[config.mk]
export PLATFORM = sky130hd
export DESIGN_NAME = glyph_ram_ctl
export DESIGN_NICKNAME = d
export VERILOG_FILES = /design/src/rtl/glyph_pkg.sv /design/src/rtl/glyph_ptr_ctr.sv /design/src/rtl/glyph_store.sv /design/src/rtl/glyph_fetch.sv /design/src/rtl/glyph_ram_ctl.sv
export SDC_FILE = /design/constraint.sdc
export NUM_CORES = 1
export LEC_CHECK = 0
export ABC_AREA = 1
export ABC_CLOCK_PERIOD_IN_PS = 2060
export BUFFER_PORTS_ARGS = -buffer_cell sky130_fd_sc_hd__buf_4
export CORE_MARGIN = 2
export CORE_UTILIZATION = 40
export CTS_CLUSTER_SIZE = 25
export DETAILED_ROUTE_END_ITERATION = 10
export PLACE_DENSITY = 0.54
export SLEW_MARGIN = 10
export SYNTH_ARGS = -nofsm -noshare
export SYNTH_HDL_FRONTEND = slang
export SYNTH_SLANG_ARGS = --single-unit
[constraint.sdc]
create_clock -name clk -period 2.06 [get_ports clk]
set_clock_uncertainty 0.1 [all_clocks]
set_input_delay 0.103 -clock clk [delete_from_list [all_inputs] [get_ports clk]]
set_output_delay 0.103 -clock clk [all_outputs]
set_load 0.05 [all_outputs]
[src/rtl/glyph_pkg.sv]
package glyph_pkg;
   typedef enum logic [1:0] {
      OP_IDLE     = 2'd0,
      OP_WRITE    = 2'd1,
      OP_LOAD_LO  = 2'd2,
      OP_LOAD_ALL = 2'd3
   } host_op_e;
endpackage

[src/rtl/glyph_ptr_ctr.sv]
module glyph_ptr_ctr
   import glyph_pkg::*;
#(
   parameter int ADDR_W = 7,
   parameter int LO_W   = 6,
   parameter int DIN_W  = 8
) (
   input  logic              clk,
   input  logic              rst_n,
   input  logic              ld_all,
   input  logic              ld_lo,
   input  logic              wr,
   input  logic [DIN_W-1:0]  din,
   output logic [ADDR_W-1:0] ptr,
   output logic              wr_en
);
   generate
      if (LO_W >= ADDR_W) begin : g_bad_lo
         $error("LO_W must be narrower than ADDR_W");
      end
      if (DIN_W < ADDR_W) begin : g_bad_din
         $error("DIN_W must cover ADDR_W");
      end
   endgenerate

   host_op_e op;

   always_comb begin
      if (ld_all)     op = OP_LOAD_ALL;
      else if (ld_lo) op = OP_LOAD_LO;
      else if (wr)    op = OP_WRITE;
      else            op = OP_IDLE;
   end

   assign wr_en = (op == OP_WRITE);

   always_ff @(posedge clk) begin
      if (!rst_n) begin
         ptr <= '0;
      end else begin
         case (op)
            OP_LOAD_ALL: ptr <= din[ADDR_W-1:0];
            OP_LOAD_LO:  ptr <= {ptr[ADDR_W-1:LO_W], din[LO_W-1:0]};
            OP_WRITE:    ptr <= ptr + 1'b1;
            default:     ptr <= ptr;
         endcase
      end
   end

   AST_PTR_STEP: assert property (@(posedge clk) disable iff (!rst_n)
      (wr && !ld_all && !ld_lo) |=> (ptr == $past(ptr) + 1'b1));
   AST_PTR_WRAP: assert property (@(posedge clk) disable iff (!rst_n)
      (wr && !ld_all && !ld_lo && (&ptr)) |=> (ptr == '0));
   AST_LO_KEEPS_TOP: assert property (@(posedge clk) disable iff (!rst_n)
      (ld_lo && !ld_all) |=> (ptr[ADDR_W-1:LO_W] == $past(ptr[ADDR_W-1:LO_W])));
   AST_LO_LOADS_LOW: assert property (@(posedge clk) disable iff (!rst_n)
      (ld_lo && !ld_all) |=> (ptr[LO_W-1:0] == $past(din[LO_W-1:0])));
   AST_FULL_LOAD: assert property (@(posedge clk) disable iff (!rst_n)
      ld_all |=> (ptr == $past(din[ADDR_W-1:0])));
   AST_RANK_NO_WRITE: assert property (@(posedge clk) disable iff (!rst_n)
      (ld_all || ld_lo) |-> !wr_en);
endmodule

[src/rtl/glyph_store.sv]
module glyph_store #(
   parameter int ADDR_W = 7,
   parameter int COL_W  = 5
) (
   input  logic              clk,
   input  logic              we,
   input  logic [ADDR_W-1:0] waddr,
   input  logic [COL_W-1:0]  wdata,
   input  logic [ADDR_W-1:0] raddr,
   output logic [COL_W-1:0]  rdata
);
   localparam int DEPTH = 1 << ADDR_W;

   logic [COL_W-1:0] mem [DEPTH];

   always_ff @(posedge clk) begin
      if (we) mem[waddr] <= wdata;
   end

   always_ff @(posedge clk) begin
      rdata <= mem[raddr];
   end
endmodule

[src/rtl/glyph_fetch.sv]
module glyph_fetch #(
   parameter int CODE_W = 8,
   parameter int SLOT_W = 4,
   parameter int ROW_W  = 3,
   parameter int COL_W  = 5
) (
   input  logic                      clk,
   input  logic                      rst_n,
   input  logic [CODE_W-1:0]         code,
   input  logic [ROW_W-1:0]          row,
   input  logic                      cursor_on,
   output logic [SLOT_W+ROW_W-1:0]   raddr,
   input  logic [COL_W-1:0]          rdata,
   output logic [COL_W-1:0]          pix,
   output logic                      user_sel
);
   generate
      if (SLOT_W >= CODE_W) begin : g_bad_slot
         $error("SLOT_W must be narrower than CODE_W");
      end
   endgenerate

   localparam logic [ROW_W-1:0] CURSOR_ROW = {ROW_W{1'b1}};

   logic sel_d, cur_d, sel_q, cur_q;

   assign raddr = {code[SLOT_W-1:0], row};
   assign sel_d = (code[CODE_W-1:SLOT_W] == '0);
   assign cur_d = cursor_on && (row == CURSOR_ROW);

   always_ff @(posedge clk) begin
      if (!rst_n) begin
         sel_q <= 1'b0;
         cur_q <= 1'b0;
      end else begin
         sel_q <= sel_d;
         cur_q <= cur_d;
      end
   end

   genvar c;
   generate
      for (c = 0; c < COL_W; c++) begin : g_col
         assign pix[c] = sel_q & (rdata[c] | cur_q);
      end
   endgenerate

   assign user_sel = sel_q;

   AST_BLANK_FOREIGN: assert property (@(posedge clk) disable iff (!rst_n)
      (code[CODE_W-1:SLOT_W] != '0) |=> (pix == '0 && !user_sel));
   AST_USER_FLAG: assert property (@(posedge clk) disable iff (!rst_n)
      (code[CODE_W-1:SLOT_W] == '0) |=> user_sel);
   AST_CURSOR_BAR: assert property (@(posedge clk) disable iff (!rst_n)
      (sel_d && cursor_on && row == CURSOR_ROW) |=> (pix == {COL_W{1'b1}}));
endmodule

[src/rtl/glyph_ram_ctl.sv]
module glyph_ram_ctl #(
   parameter int CODE_W = 8,
   parameter int SLOT_W = 4,
   parameter int ROW_W  = 3,
   parameter int COL_W  = 5,
   parameter int LO_W   = 6,
   parameter int DIN_W  = 8,
   localparam int ADDR_W = SLOT_W + ROW_W
) (
   input  logic              clk,
   input  logic              rst_n,
   input  logic              host_ld_all,
   input  logic              host_ld_lo,
   input  logic              host_wr,
   input  logic [DIN_W-1:0]  host_din,
   output logic [ADDR_W-1:0] host_ptr,
   input  logic [CODE_W-1:0] disp_code,
   input  logic [ROW_W-1:0]  disp_row,
   input  logic              cursor_on,
   output logic [COL_W-1:0]  disp_pix,
   output logic              disp_user
);
   generate
      if (COL_W > DIN_W) begin : g_bad_col
         $error("COL_W must fit in DIN_W");
      end
   endgenerate

   logic              wr_en;
   logic [ADDR_W-1:0] raddr;
   logic [COL_W-1:0]  rdata;

   glyph_ptr_ctr #(.ADDR_W(ADDR_W), .LO_W(LO_W), .DIN_W(DIN_W)) u_ptr (
      .clk(clk), .rst_n(rst_n),
      .ld_all(host_ld_all), .ld_lo(host_ld_lo), .wr(host_wr),
      .din(host_din), .ptr(host_ptr), .wr_en(wr_en)
   );

   glyph_store #(.ADDR_W(ADDR_W), .COL_W(COL_W)) u_mem (
      .clk(clk), .we(wr_en), .waddr(host_ptr),
      .wdata(host_din[COL_W-1:0]), .raddr(raddr), .rdata(rdata)
   );

   glyph_fetch #(.CODE_W(CODE_W), .SLOT_W(SLOT_W), .ROW_W(ROW_W), .COL_W(COL_W)) u_fetch (
      .clk(clk), .rst_n(rst_n),
      .code(disp_code), .row(disp_row), .cursor_on(cursor_on),
      .raddr(raddr), .rdata(rdata), .pix(disp_pix), .user_sel(disp_user)
   );

   AST_RESET_STATE: assert property (@(posedge clk)
      !rst_n |=> (host_ptr == '0 && disp_pix == '0 && !disp_user));
endmodule

* Word-level counts from Yosys, hierarchy flattened *
Memories as Yosys holds them, arrays and structs flattened. A register that Yosys moved wholly into a read port is not among the register bits.
Index checks and enable logic that the tools add are counted.

storage, ports and cells
  register bits = 9
  bits in latches = 0
  memory bits (writable) = 640
  memory bits (read-only) = 0
  word-level logic and storage cells = 32
  memories kept = 1

memory list
  memory     words  bits a word  rd ports  clocked after memory_dff  wr ports  line               text
  u_mem.mem  128    5            1         1                         1         glyph_store.sv:14  logic [COL_W-1:0] mem [DEPTH];

operators by class
  add/sub/neg operators = 1
  multiply operators = 0
  divide/modulo/power cells = 0
  magnitude comparators = 0
  equal/unequal tests = 4
  shifts and indexed selects = 0
  muxes and demuxes = 6
  bitwise gates (word level) = 11
  reductions and logical operators = 5

operators by type and width
  operator                                       number
  one-hot mux 7 bit (3 select lines)             1
  adder 7 x 1 -> 7 bit, second input constant    1
  bitwise AND 1 bit                              5
  OR 1 bit                                       5
  == test 2 bit, second input constant           2
  logical NOT 4 bit                              1
  2-to-1 mux 2 bit                               2
  == test 3 bit, second input constant           1
  2-to-1 mux 1 bit                               3
  nonzero test 3 bit                             1
  == test 2 x 1 -> 1 bit, second input constant  1
  AND reduction 2 bit                            1
  nonzero test 2 bit                             1
  logical AND 1 bit                              1
  NOT 1 bit                                      1

* Depth between registers and ports, before layout *
  depth in word-level cells = 6
  mapped depth = 14
  mapped depth without buffers = 11

* Modules after synthesis *
From an unflattened synthesis, not the netlist that was laid out.

unflattened totals
  cell total of the unflattened synthesis = 2408
  area total of the unflattened synthesis = 27338.7 um^2

by module, submodules not included
  module         times used  cells an instance  area an instance (um^2)  seq. area each (um^2)
  glyph_store    1           2308               26696.9                  19318.5
  glyph_ptr_ctr  1           71                 473.0                    140.1
  glyph_fetch    1           29                 168.9                    40.0

* Worst setup path after synthesis *
OpenSTA, ideal clock, no wires.

  kind = reg2reg
  start = register u_ptr.ptr[2]
  end = memory u_mem.mem[108][0] (enable)
  setup time = 0.339 ns
  arrival = 1.780 ns
  data required time = 1.621 ns
  setup slack = -0.159 ns
  stages on the path, launching flop included = 7
  buffers on the path = 1
  clock period less this slack = 2.219 ns
  path through = dfxtp_1 > inv_1 > or2_2 > nor2_1 > nand2_1 > clkbuf_1 > nor2_1

RTL lines
  item                    line                 text
  start, declared         glyph_ptr_ctr.sv:14  output logic [ADDR_W-1:0] ptr,
  start signal, assigned  glyph_ptr_ctr.sv:42  OP_LOAD_ALL: ptr <= din[ADDR_W-1:0];
  start signal, assigned  glyph_ptr_ctr.sv:43  OP_LOAD_LO: ptr <= {ptr[ADDR_W-1:LO_W], din[LO_W-1:0]};
  start signal, assigned  glyph_ptr_ctr.sv:44  OP_WRITE: ptr <= ptr + 1'b1;
  end, declared           glyph_store.sv:14

Straight into the memory's write port.

* Final worst setup path *
  start = register u_ptr.ptr[4]
  end = memory u_mem.mem[116][4] (enable)

Straight into the memory's write port.

==> tab_implementation.tex <==
\begin{tabular}{lr}
\hline
Metric & Value \\
\hline
\multicolumn{2}{l}{\textbf{Layout}} \\
Finished Core Util & 47.6\% \\
Nets & 2575 \\
Number of filler cells placed in the layout & 6094 \\
Share of post-route cells with drive strength above 1 & 12.8\% \\
Leading cell type in the layout, fill and taps excluded & sky130\_fd\_sc\_hd\_\_nand2\_1 \\
Multi-input combinational cell area & 6680 um2 \\
Area used by sequential logic in the layout & 19500 um2 \\
Area Overhead vs Synth & 17.7\% \\
\# diodes & 0 \\
Non-filler cells, final & 3477 \\
Most used cells in the layout excluding fill and tap cells & sky130\_fd\_sc\_hd\_\_nand2\_1 (774), sky130\_fd\_sc\_hd\_\_edfxtp\_1 (640), sky130\_fd\_sc\_hd\_\_nand3\_1 (585) \\
Final design instance area without fill & 32000 um2 \\
\multicolumn{2}{l}{\textbf{Clock tree}} \\
CTS buffer count & 72 \\
Source-to-sink clock delay at the later pin of the worst-skew pair & 0.62 ns \\
Clock slew at the register clock pins of the worst setup and hold paths & 0.06 ns \\
Worst-case clock buffer depth & 3 \\
Root buffer cell & sky130\_fd\_sc\_hd\_\_clkbuf\_16 \\
Buffers inserted by post-CTS timing repair & 0 \\
Clock tree from TritonCTS & built \\
Clock net sink count & 654 \\
Maximum level of the CTS H-tree & 3 \\
\multicolumn{2}{l}{\textbf{Place}} \\
Final weighted congestion in routability-driven placement & 0.822 \\
Port-buffer cells & 36 \\
Total instance count after detailed placement & 3329 \\
Total placed instance area & 29500 um2 \\
Post-detail-place hpwl & 44800 um \\
Worst setup slack after placement & -0.0890 ns \\
\multicolumn{2}{l}{\textbf{Timing}} \\
Fmax & 512 MHz \\
Final Worst Setup Slack & 0.109 ns \\
Final setup vio count & 0 \\
Setup TNS after final layout & 0 ns \\
Rel. slew slack & 56.4\% \\
Final number of max-transition violations & 0 \\
Measured slew at the worst slew-check pin & 0.654 ns \\
Period utilization & 94.7\% \\
Number of hold violations in the final report & 0 \\
Unrepaired setup endpoints after global routing & true \\
Shortest period the worst path allows & 1.95 ns \\
\multicolumn{2}{l}{\textbf{Detailed routing}} \\
Via total after detailed routing & 18451 \\
Routed length per placed instance & 21.1 um \\
Total routed wirelength & 73500 um \\
Number of design-rule violations left by the first detailed-router iteration & 1823 \\
Post-route antenna net violation count & 0 \\
Detailed-route vias per instance & 5.31 \\
TritonRoute pass-1 iters & 5 \\
Remaining design rule violation count & 0 \\
\multicolumn{2}{l}{\textbf{Global routing}} \\
Global route overflow & 0 \\
Antenna violations before repair & 1 \\
Vias in the first global route & 18410 \\
Wire length of the first global-routing pass & 111000 um \\
Overall fraction of global-route tracks in use & 21.0\% \\
Pin count of the biggest net entering global routing & 87 \\
\multicolumn{2}{l}{\textbf{Synth}} \\
Gate Count Post-Synth & 2389 \\
Total number of yosys warnings & 0 \\
Register bit count reported by yosys & 654 \\
Dominant cells by area after synthesis & sky130\_fd\_sc\_hd\_\_edfxtp\_1 (71\%), sky130\_fd\_sc\_hd\_\_nand3\_1 (11\%), sky130\_fd\_sc\_hd\_\_nand2\_1 (11\%) \\
Avg Synthesized Cell Area & 11.4 um2 \\
Net count of the mapped netlist & 2418 \\
Cell type with the highest aggregate area in the netlist & sky130\_fd\_sc\_hd\_\_edfxtp\_1 \\
Cell area after synthesis & 27200 um2 \\
Number of unique standard cell types used by synthesis & 26 \\
Register area share after synthesis & 71.6\% \\
Post-synth top area share & 70.6\% \\
\multicolumn{2}{l}{\textbf{Setup path}} \\
Type of origin of the critical path & flop \\
Critical-path maximum fanout & 8 \\
Critical path endpoint category & flop \\
Data arrival time at the worst-slack endpoint & 2.11 ns \\
Worst endpoint required time & 2.22 ns \\
Worst Setup Path Type & flop to flop \\
\multicolumn{2}{l}{\textbf{Power and ir drop}} \\
Fraction of power consumed by the clock network & 43.6\% \\
Leakage power total & 11.7 nW \\
Cell-internal power & 22.9 mW \\
Proportion of total power due to net switching & 22.6\% \\
Proportion of power drawn by flip-flops and latches & 49.6\% \\
Switching power summed over all nets & 6.69 mW \\
Power per standard cell area & 922 nW/um2 \\
Worst IR Drop VDD & 0.666 mV \\
Part of the power in combinational logic & 6.8\% \\
\multicolumn{2}{l}{\textbf{Die}} \\
Total die area & 70200 um2 \\
Core Box Area & 67300 um2 \\
Floorplan die height & 265 um \\
Number of standard-cell rows in the floorplan & 95 \\
Number of I/O pins & 38 \\
Initial Utilization & 40.5\% \\
Die Wd & 265 um \\
\multicolumn{2}{l}{\textbf{Hold path}} \\
Worst min path class & input pin to flop \\
\multicolumn{2}{l}{\textbf{Status}} \\
Outcome & finished, final reports clean \\
\multicolumn{2}{l}{\textbf{Flow run}} \\
Number of max-cap violations & 0 \\
\hline
\end{tabular}
critical path, cell delays in order (launching register included):
cell	delay (ns)
sky130_fd_sc_hd__dfxtp_1	0.42
sky130_fd_sc_hd__inv_1	0.09
sky130_fd_sc_hd__nor2_1	0.17
sky130_fd_sc_hd__nand2_1	0.34
sky130_fd_sc_hd__nor2_1	0.48
power groups by stage:
stage / sequential (mW) / combinational, mW / clock, mW
final: 14.7 / 2.02 / 12.9
after global routing: 14.7 / 2.20 / 13.6
after global placement: 14.9 / 1.98 / 0
after detailed placement: 14.9 / 1.99 / 0
after floorplan: 15.0 / 1.05 / 0
after CTS: 14.7 / 2.03 / 13.1
flip-flops by register name, summed over array words and instances, names as in the netlist:
register,flops
u_mem.mem,640
u_ptr.ptr,7
u_fetch.cur_q,1
u_fetch.user_sel,1
u_mem.rdata,5
repair_timing:
item | in CTS | in global routing
endpoints found under the hold margin | 155 | 0
hold buffers | 16 | 0
gates resized for setup | 1 | 10
endpoints found under the setup margin | 5 | 61
pin swaps | 0 | 1
final cells by class:
| class | instances | area share [%] |
|---|---|---|
| Tap cell | 873 | 3.41 |
| Multi-Input combinational cell | 1553 | 20.8 |
| Sequential cell | 654 | 60.9 |
| Inverter | 34 | 0.430 |
| Timing Repair Buffer | 231 | 7.13 |
| Clock buffer | 88 | 5.97 |
| Clock inverter | 44 | 1.35 |
synthesized netlist by cell type:
| cell | count |
|---|---|
| sky130_fd_sc_hd__buf_6 | 36 |
| sky130_fd_sc_hd__ha_1 | 4 |
| sky130_fd_sc_hd__nor3_1 | 2 |
| sky130_fd_sc_hd__nand2_1 | 775 |
| sky130_fd_sc_hd__and3_1 | 1 |
| sky130_fd_sc_hd__a22oi_1 | 1 |
| sky130_fd_sc_hd__buf_2 | 63 |
| sky130_fd_sc_hd__dfxtp_1 | 14 |
| sky130_fd_sc_hd__o211ai_1 | 1 |
| sky130_fd_sc_hd__nand3_1 | 585 |
| sky130_fd_sc_hd__or2_2 | 1 |
| sky130_fd_sc_hd__clkbuf_1 | 28 |
| sky130_fd_sc_hd__buf_4 | 6 |
| sky130_fd_sc_hd__inv_6 | 1 |
| sky130_fd_sc_hd__buf_8 | 1 |
| sky130_fd_sc_hd__inv_4 | 1 |
| sky130_fd_sc_hd__edfxtp_1 | 640 |
| sky130_fd_sc_hd__a221oi_1 | 4 |
| sky130_fd_sc_hd__buf_1 | 14 |
| sky130_fd_sc_hd__inv_1 | 30 |
| sky130_fd_sc_hd__nor2_1 | 160 |
| sky130_fd_sc_hd__a21oi_1 | 11 |
| sky130_fd_sc_hd__xor2_1 | 1 |
| sky130_fd_sc_hd__clkinv_1 | 1 |
| sky130_fd_sc_hd__o21ai_0 | 7 |
| sky130_fd_sc_hd__inv_2 | 1 |
final timing paths:
kind                                           to  slack (ns)  depth (start not counted)          from
worst min register to register       u_ptr.ptr[5]        0.47                          2  u_ptr.ptr[5]
worst max register to register  u_mem.mem[116][4]        0.11                          4  u_ptr.ptr[4]
worst min-delay path                u_fetch.cur_q        0.08                          4   disp_row[2]
worst max-delay path            u_mem.mem[116][4]        0.11                          4  u_ptr.ptr[4]
metrics by stage:
stage | power (mW) | hold WS (ns)
floorplan | 16.0 | 0.0789
global placement | 16.9 | 0.217
detailed placement | 16.9 | 0.215
CTS | 29.8 | 0.0597
global route | 30.5 | 0.0861
finish | 29.5 | 0.0801
routing by layer:
layer | GRT usage (%) | vias to the layer above | wire (um)
met5 | 0 | - | 13
met3 | 3.82 | 125 | 4890
li1 | - | 8683 | -
met2 | 34.0 | 585 | 34200
met4 | 5.85 | 2 | 1770
met1 | 29.3 | 9056 | 32600
cell families (layout without fill, tap and decap cells):
kind of cell / after synthesis / in the layout / share of synthesized area [%]
simple gates: 1524 / 1524 / 23.7
flops: 654 / 654 / 71.6
buf+inv: 182 / 397 / 3.94
compound gates: 24 / 24 / 0.515
fa+ha+maj: 4 / 4 / 0.184
xor+xnor: 1 / 1 / 0.0322
Power figures use the tool's default switching activity.
